## src/rtl/sym_logic_cell.sv

```systemverilog
module sym_logic_cell #(
  parameter int CFG_W = 19,
  parameter int NBR   = 4,
  parameter int NBUS  = 4
) (
  input  logic             clk,
  input  logic             rst_n,
  input  logic [CFG_W-1:0] cfg,
  input  logic [NBR-1:0]   a_in,
  input  logic [NBR-1:0]   b_in,
  input  logic [NBUS-1:0]  bus_in,
  output logic             a_out,
  output logic             b_out,
  output logic [NBUS-1:0]  bus_out,
  output logic [NBUS-1:0]  bus_oe
);
  logic [1:0] fn;
  logic [2:0] a_sel, b_sel, rd_sel, wr_sel;
  logic       wr_gated, t1_en, t1_dir, t2_en, t2_dir;

  assign fn       = cfg[1:0];
  assign a_sel    = cfg[4:2];
  assign b_sel    = cfg[7:5];
  assign rd_sel   = cfg[10:8];
  assign wr_sel   = cfg[13:11];
  assign wr_gated = cfg[14];
  assign t1_en    = cfg[15];
  assign t1_dir   = cfg[16];
  assign t2_en    = cfg[17];
  assign t2_dir   = cfg[18];

  logic a_pick, b_pick, rd_op, gate_l, gate_r, q;
  logic [2:0] rd_m1, wr_m1;

  assign rd_m1  = rd_sel - 3'd1;
  assign wr_m1  = wr_sel - 3'd1;
  assign a_pick = a_sel[2] ? 1'b1 : a_in[a_sel[1:0]];
  assign b_pick = b_sel[2] ? 1'b1 : b_in[b_sel[1:0]];
  assign rd_op  = (rd_sel inside {[3'd1:3'd4]}) ? bus_in[rd_m1[1:0]] : 1'b1;
  assign gate_l = a_pick & rd_op;
  assign gate_r = b_pick;

  always_ff @(posedge clk or negedge rst_n)
    if (!rst_n) q <= 1'b0;
    else        q <= gate_l ^ gate_r;

  always_comb begin
    case (fn)
      2'd0:    begin a_out = gate_l;          b_out = gate_r;            end
      2'd1:    begin a_out = gate_r;          b_out = gate_l;            end
      2'd2:    begin a_out = gate_l ^ gate_r; b_out = ~(gate_l & gate_r); end
      default: begin a_out = q;               b_out = gate_l & gate_r;   end
    endcase
  end

  always_comb begin
    bus_out = '0;
    bus_oe  = '0;
    if (t1_en) begin
      if (!t1_dir) begin bus_out[1] = bus_in[0]; bus_oe[1] = 1'b1; end
      else         begin bus_out[0] = bus_in[1]; bus_oe[0] = 1'b1; end
    end
    if (t2_en) begin
      if (!t2_dir) begin bus_out[3] = bus_in[2]; bus_oe[3] = 1'b1; end
      else         begin bus_out[2] = bus_in[3]; bus_oe[2] = 1'b1; end
    end
    if (wr_sel inside {[3'd1:3'd4]}) begin
      bus_out[wr_m1[1:0]] = a_out;
      bus_oe[wr_m1[1:0]]  = wr_gated ? b_pick : 1'b1;
    end
  end
endmodule

```

## config.mk

```make
export PLATFORM = sky130hd
export DESIGN_NAME = sym_logic_cell
export DESIGN_NICKNAME = d
export VERILOG_FILES = /design/src/rtl/sym_logic_cell.sv
export SDC_FILE = /design/constraint.sdc
export NUM_CORES = 1
export LEC_CHECK = 0
export ABC_AREA = 1
export BUFFER_PORTS_ARGS = -buffer_cell sky130_fd_sc_hd__buf_2
export CORE_UTILIZATION = 40
export CTS_CLUSTER_SIZE = 16
export DETAILED_ROUTE_END_ITERATION = 16
export PLACE_DENSITY = 0.83
export SETUP_SLACK_MARGIN = 0.02
export SLEW_MARGIN = 25
export SYNTH_ARGS = -nofsm -noshare
export SYNTH_HDL_FRONTEND = slang
export SYNTH_SLANG_ARGS = --single-unit
export TNS_END_PERCENT = 50
```

## constraint.sdc

```tcl
create_clock -name clk -period 3.3 [get_ports clk]
set_input_delay 0.495 -clock clk [delete_from_list [all_inputs] [get_ports clk]]
set_output_delay 0.495 -clock clk [all_outputs]
set_load 0.01 [all_outputs]
```

==> results of run 1 <==
-- layout make-up --
type	count	share of cell area, %
multi-input cells	75	50.7
repair buffers	42	28.1
flip-flops and latches	1	3.34
well taps	14	2.34
inverters	31	15.6
-- final timing paths --
path                       slack (ns)  depth (start not counted)   start         end
max in group asynchronous        2.94                          1   rst_n           q
min                              0.27                          1   rst_n           q
min in group clk                 0.88                          4  cfg[7]           q
max                              0.61                         15  cfg[8]  bus_out[3]
-- kinds of logic (layout without fill, tap and decap cells) --
family / count (synthesis) / in the layout / synth area share [%]
simple gates: 64 / 64 / 55.8
buf+inv: 31 / 73 / 22.4
compound gates: 8 / 8 / 9.86
fa+ha+maj: 3 / 3 / 7.21
flops: 1 / 1 / 4.81
-- layer usage --
metal	vias up	part of all wire [%]	global-route usage [%]
li1	405	-	-
met1	297	46	26.1
met2	19	50	36.4
met3	0	3.5	0
met4	0	0	0
met5	-	0	0
-- power groups by stage --
stage               registers [mW]  clock network [mW]  logic (mW)
CTS                         0.0156                   0       0.101
finish                      0.0156                   0       0.100
floorplan                   0.0156                   0      0.0591
global route                0.0158                   0       0.115
detailed placement          0.0156                   0       0.100
global placement            0.0156                   0      0.0974
-- layout by cell type, fill, tap and decap left out --
cell	instances
a21oi_1	2
a21oi_4	1
buf_2	42
dfrtp_1	1
ha_1	3
inv_1	25
inv_2	6
nand2_1	35
nand2_2	1
nand2_4	1
nand3_1	10
nand3_4	1
nand3b_1	3
nor2_1	11
nor3_1	2
o21ai_1	5
-- through the flow --
stage / area (um2) / power [mW] / hold WS (ns)
5_1_grt: 748 / 0.130 / 0.280
2_1_floorplan: 520 / 0.0746 / 0.199
3_3_place_gp: 748 / 0.113 / 0.273
4_1_cts: 748 / 0.116 / 0.272
3_5_place_dp: 748 / 0.116 / 0.272
6_report: 748 / 0.116 / 0.271
==> summary.txt, run 1 <==
Status -> completed
Worst min path class -> in -> async
Final hold violation count -> 0
Filler instances -> 123
Gpl congestion -> 0.745
Vias per inst -> 4.42
Count leader, synth -> nand2_1
Post-synthesis cell type count -> 15
# nets final -> 187
Crit path cell chain -> buf_2 > inv_2 > ha_1 > nand3b_1 > nand3_1 > nand2_1 > inv_2 > ha_1 > inv_1 > nor2_1 > a21oi_4 > nand3_4 > nand2_1 > nand2_1 > buf_2
WL/cell -> 7.87 um
Crit Path Class -> in -> out
Tmin final -> 2.69 ns
Slew Viols, Final -> 0
Die area -> 0.00145 mm2
Power Dens Cells -> 155 mW/mm2
Starting density of the core -> 45.0%
Detailed Route Iter0 Violations -> 12
Regs by FF count -> q (1)
Postcts setup bufs -> 0
Yosys warning count -> 0
Slew at the pin with the worst max-slew slack -> 0.309 ns
Setup Viol. Count Final -> 0
Post-cts resize count -> 0
RSZ-0062 raised after global routing -> no
Gate power share -> 86.5%
Vias in the first global route -> 590
Top cells by area, synth -> nand2_1 (25%), inv_1 (18%), nand3_1 (9.6%)
Setup TNS -> 0 ns
Switch Pwr -> 0.0560 mW
Hold buffers post-CTS -> 0
Max incr delay on CP -> 0.29 ns
Worst Path Required -> 2.80 ns
IO Pins -> 43
Diodes inserted -> 0
Asr flop ratio synth -> 100%
Cell leakage power -> 0.541 nW
Initial antenna violation count -> 0
CP endpoint kind -> primary output
DRT Pass-1 Iters -> 4
Die width -> 38.1 um
Maximum vdd drop -> 0.0000970 V
Seq pwr share -> 13.5%
Fin worst setup slack -> 0.610 ns
Worst Path Arrival -> 2.20 ns
DP Wirelength -> 1.16 mm
Buf/Inv on CP -> 5
Pint -> 0.0598 mW
Synth top cells by count -> nand2_1 (35), inv_1 (25), nor2_1 (11)
Largest net degree at the start of global routing -> 6
Syn nets -> 143
Ys flop type -> dfrtp_1
Slew margin rel. -> 79.3%
Count of state elements after synthesis -> 1
Clk slew on worst S/H paths -> 0 ns
Storage cell area -> 25.0 um2
Core area -> 0.00116 mm2
Mapped Cells -> 107
Final Util -> 64.7%
# rows -> 12
Via count -> 721
ANT nets after route -> 0
Synth Cell Area -> 520 um2
Non-filler cells, final -> 163
Switching share of power -> 48.4%
Multi-input logic area -> 379 um2
Area Growth Syn to Fin -> 43.8%
IO buf count -> 42
Max stage delay cell, worst path -> ha_1
Clock power share -> 0%
Number of synthesized flops with an enable pin -> 0
Post-Syn Area per Cell -> 4.86 um2
Post-synth top area cell -> nand2_1
Drt total wl -> 1.28 mm
Crit-path max FO -> 5
Layout cells sized above 1 -> 34.9%
Placed Instances -> 163
Worst path top cell family by delay -> simple AND/OR/NAND/NOR gates
DRC -> 0
Total track usage -> 19.5%
Tcrit/Tclk final -> 81.5%
Most used cell, CP -> nand2_1
Startpoint Class -> primary input
Grt ovf -> 0
F_max -> 372 MHz
Max FFs per register -> 1
Seq/Total Area, Yosys -> 4.81%
First-pass GRT wire length -> 2.17 mm
Setup WS pre-CTS -> 0.622 ns
Reg with most FFs -> q
Area share of the largest cell type after synthesis -> 25.2%
Max-Cap Viols -> 0
Die Y -> 38.1 um
(Power assumes the default switching activity.)
==> run 2: changes to the inputs <==
--- a/config.mk
+++ b/config.mk
@@ -5,12 +5,12 @@
 export SDC_FILE = /design/constraint.sdc
 export NUM_CORES = 1
 export LEC_CHECK = 0
-export ABC_AREA = 1
+export ABC_AREA = 0
 export BUFFER_PORTS_ARGS = -buffer_cell sky130_fd_sc_hd__buf_2
-export CORE_UTILIZATION = 40
+export CORE_UTILIZATION = 36
 export CTS_CLUSTER_SIZE = 16
 export DETAILED_ROUTE_END_ITERATION = 16
-export PLACE_DENSITY = 0.83
+export PLACE_DENSITY = 0.77
 export SETUP_SLACK_MARGIN = 0.02
 export SLEW_MARGIN = 25
 export SYNTH_ARGS = -nofsm -noshare
==> constraint.sdc (replaced) <==
create_clock -name clk -period 2.6 [get_ports clk]
set_input_delay 0.39 -clock clk [delete_from_list [all_inputs] [get_ports clk]]
set_output_delay 0.39 -clock clk [all_outputs]
set_load 0.01 [all_outputs]
==> summary.txt, run 2 <==
Worst min path class -> in -> async
Startpoint Class -> primary input
Post-synthesis cell type count -> 27 (+12)
WL/cell -> 11.4 um (+45%)
Regs by FF count -> q (1)
Synth top cells by count -> mux2i_1 (8), nand3_1 (5)
Crit-path max FO -> 4 (-1)
Fin worst setup slack -> -0.0863 ns (-0.696 ns)
Largest net degree at the start of global routing -> 7 (+1)
Tcrit/Tclk final -> 103%
Count of state elements after synthesis -> 1 (unchanged)
# rows -> 12 (unchanged)
Setup Viol. Count Final -> 5 (+5)
Non-filler cells, final -> 123 (-25%)
Power Dens Cells -> 222 mW/mm2 (+44%)
CP endpoint kind -> primary output
Tmin final -> 2.69 ns
Status -> finished with violations
DP Wirelength -> 1.20 mm (+2.8%)
Area share of the largest cell type after synthesis -> 16.6% (-8.7 points)
Final hold violation count -> 0 (unchanged)
DRC -> 0 (unchanged)
First-pass GRT wire length -> 1.97 mm (-8.9%)
Commonest non-fill, non-tap cell in the layout -> buf_2
Seq/Total Area, Yosys -> 5.18% (+0.37 points)
IO Pins -> 43 (unchanged)
Slew margin rel. -> 59.7% (-20 points)
Layout cells sized above 1 -> 56.9% (+22 points)
Core area -> 0.00117 mm2 (+1.3%)
Failing checks -> negative setup slack
Count leader, synth -> mux2i_1
Ys flop type -> dfrtp_1
Worst Path Required -> 2.21 ns (-0.59 ns)
Switching share of power -> 42.3% (-6.1 points)
RSZ-0062 raised after global routing -> yes
Cell leakage power -> 0.410 nW (-24%)
Total track usage -> 18.0% (-1.5 points)
Placed Instances -> 122 (-25%)
Starting density of the core -> 41.2% (-3.8 points)
Number of synthesized flops with an enable pin -> 0 (unchanged)
Grt ovf -> 0 (unchanged)
Slew Viols, Final -> 0 (unchanged)
Detailed Route Iter0 Violations -> 12 (unchanged)
Crit Path Class -> in -> out
Asr flop ratio synth -> 100% (unchanged)
Die Y -> 38.6 um (+1.5%)
Vias per inst -> 5.26 (+19%)
Worst Path Arrival -> 2.30 ns (+0.10 ns)
Most frequent cells in the layout -> buf_2 (40), mux2i_1 (8), buf_4 (6)
# nets final -> 147 (-21%)
Diodes inserted -> 0 (unchanged)
Area after DPL -> 763 um2 (+2.0%)
Filler instances -> 110 (-11%)
IO buf count -> 42 (unchanged)
Top cells by area, synth -> mux2i_1 (17%), ha_1 (7.8%), or3b_2 (5.4%)
Initial antenna violation count -> 0 (unchanged)
Gate power share -> 88.7% (+2.2 points)
Vias in the first global route -> 518 (-12%)
Max-Cap Viols -> 0 (unchanged)
Seq pwr share -> 11.3% (-2.2 points)
Switch Pwr -> 0.0760 mW (+36%)
DRT Pass-1 Iters -> 4 (unchanged)
Pint -> 0.104 mW (+74%)
Post-Syn Area per Cell -> 7.79 um2 (+60%)
Clock power share -> 0% (unchanged)
Hold buffers post-CTS -> 0 (unchanged)
Final Util -> 69.0% (+4.3 points)
Yosys warning count -> 0 (unchanged)
Syn nets -> 98 (-31%)
Finished Cell Area -> 808 um2 (+8.0%)
PnR Total Power -> 0.180 mW (+55%)
Setup WS pre-CTS -> -0.279 ns (-0.902 ns)
Clk slew on worst S/H paths -> 0 ns (unchanged)
Synth Cell Area -> 483 um2 (-7.2%)
Area Growth Syn to Fin -> 67.4%
Drt total wl -> 1.41 mm (+9.7%)
Max FFs per register -> 1 (unchanged)
Maximum vdd drop -> 0.000206 V (+110%)
Gpl congestion -> 0.832 (+12%)
Reg with most FFs -> q
Slew at the pin with the worst max-slew slack -> 0.603 ns (+0.294 ns)
Die area -> 0.00149 mm2 (+2.9%)
F_max -> 372 MHz
ANT nets after route -> 0 (unchanged)
Post-synth top area cell -> mux2i_1
Die width -> 38.6 um (+1.5%)
Via count -> 647 (-10%)
Mapped Cells -> 62 (-42%)
[run 2: changes by cell type after synthesis, sizes merged, moves of 3 or more]
cell / change
mux2i: +8
nand2b: +3
nor3b: +3
inv: -27
nor2b: +4
nor2: -7
nand2: -35
a22oi: +3
or3b: +3
nand4: +4
nand3: -6
a21oi: -3
[run 2: power groups by stage]
stage | clock network (mW) | logic [mW] | registers [mW]
after global routing | 0 | 0.174 | 0.0204
after floorplan | 0 | 0.0757 | 0.0198
after CTS | 0 | 0.156 | 0.0203
after global placement | 0 | 0.139 | 0.0201
after detailed placement | 0 | 0.142 | 0.0203
final | 0 | 0.160 | 0.0203
[run 2: per-layer routing]
metal  global-route usage (%)  wire (um)  vias to the layer above
met3                     1.73         57                        2
met1                     23.9        619                      292
met4                     2.59         10                        0
met5                        0          0                        -
met2                     31.7        719                       18
li1                         -          -                      335
[run 2: final timing paths]
kind	startpoint	to	slack [ns]	cells after the start
max	cfg[9]	bus_out[2]	-0.09	13
min	rst_n	q	0.17	1
max in group asynchronous	rst_n	q	2.35	1
min in group clk	cfg[10]	q	1.09	7
[run 2: metrics by stage]
step / setup TNS [ns] / hold slack, ns
4_1_cts: -0.500 / 0.168
5_1_grt: -0.962 / 0.170
3_3_place_gp: -0.920 / 0.166
3_5_place_dp: -1.21 / 0.168
2_1_floorplan: 0 / 0.0944
6_report: -0.344 / 0.166
[run 2: logic make-up after synthesis]
| family | after synthesis | synth area share, % |
|---|---|---|
| DFF | 1 | 5.18 |
| and+or+nand+nor | 31 | 38.6 |
| muxes | 9 | 21.2 |
| buffers and inverters | 5 | 4.66 |
| adders and majority gates | 3 | 7.77 |
| AOI/OAI and AO/OA | 12 | 20.7 |
| xor gates and xnor gates | 1 | 1.81 |
[run 2: what timing repair did]
| action | CTS | global route |
|---|---|---|
| buffers inserted | 1 | 0 |
| hold endpoints to repair | 0 | 0 |
| endpoints found under the setup margin | 5 | 5 |
| gates resized for setup | 8 | 2 |
| pin swaps | 5 | 1 |
[run 2: cell type report]
class | instances | area [um2] | share of cell area [%]
inverters | 4 | 25.0 | 3.10
multi-input cells | 56 | 465 | 57.6
flip-flops and latches | 1 | 25.0 | 3.10
well taps | 14 | 17.5 | 2.17
repair buffers | 48 | 275 | 34.1
[run 2: worst max-delay path, stage by stage]
cell,delay (ns)
buf_8,0.08
inv_6,0.03
ha_4,0.24
mux4_2,0.27
a211o_1,0.26
nand2_2,0.08
inv_2,0.05
ha_4,0.25
mux2i_1,0.07
nor2b_2,0.19
nor2_2,0.07
o211ai_1,0.15
buf_2,0.15
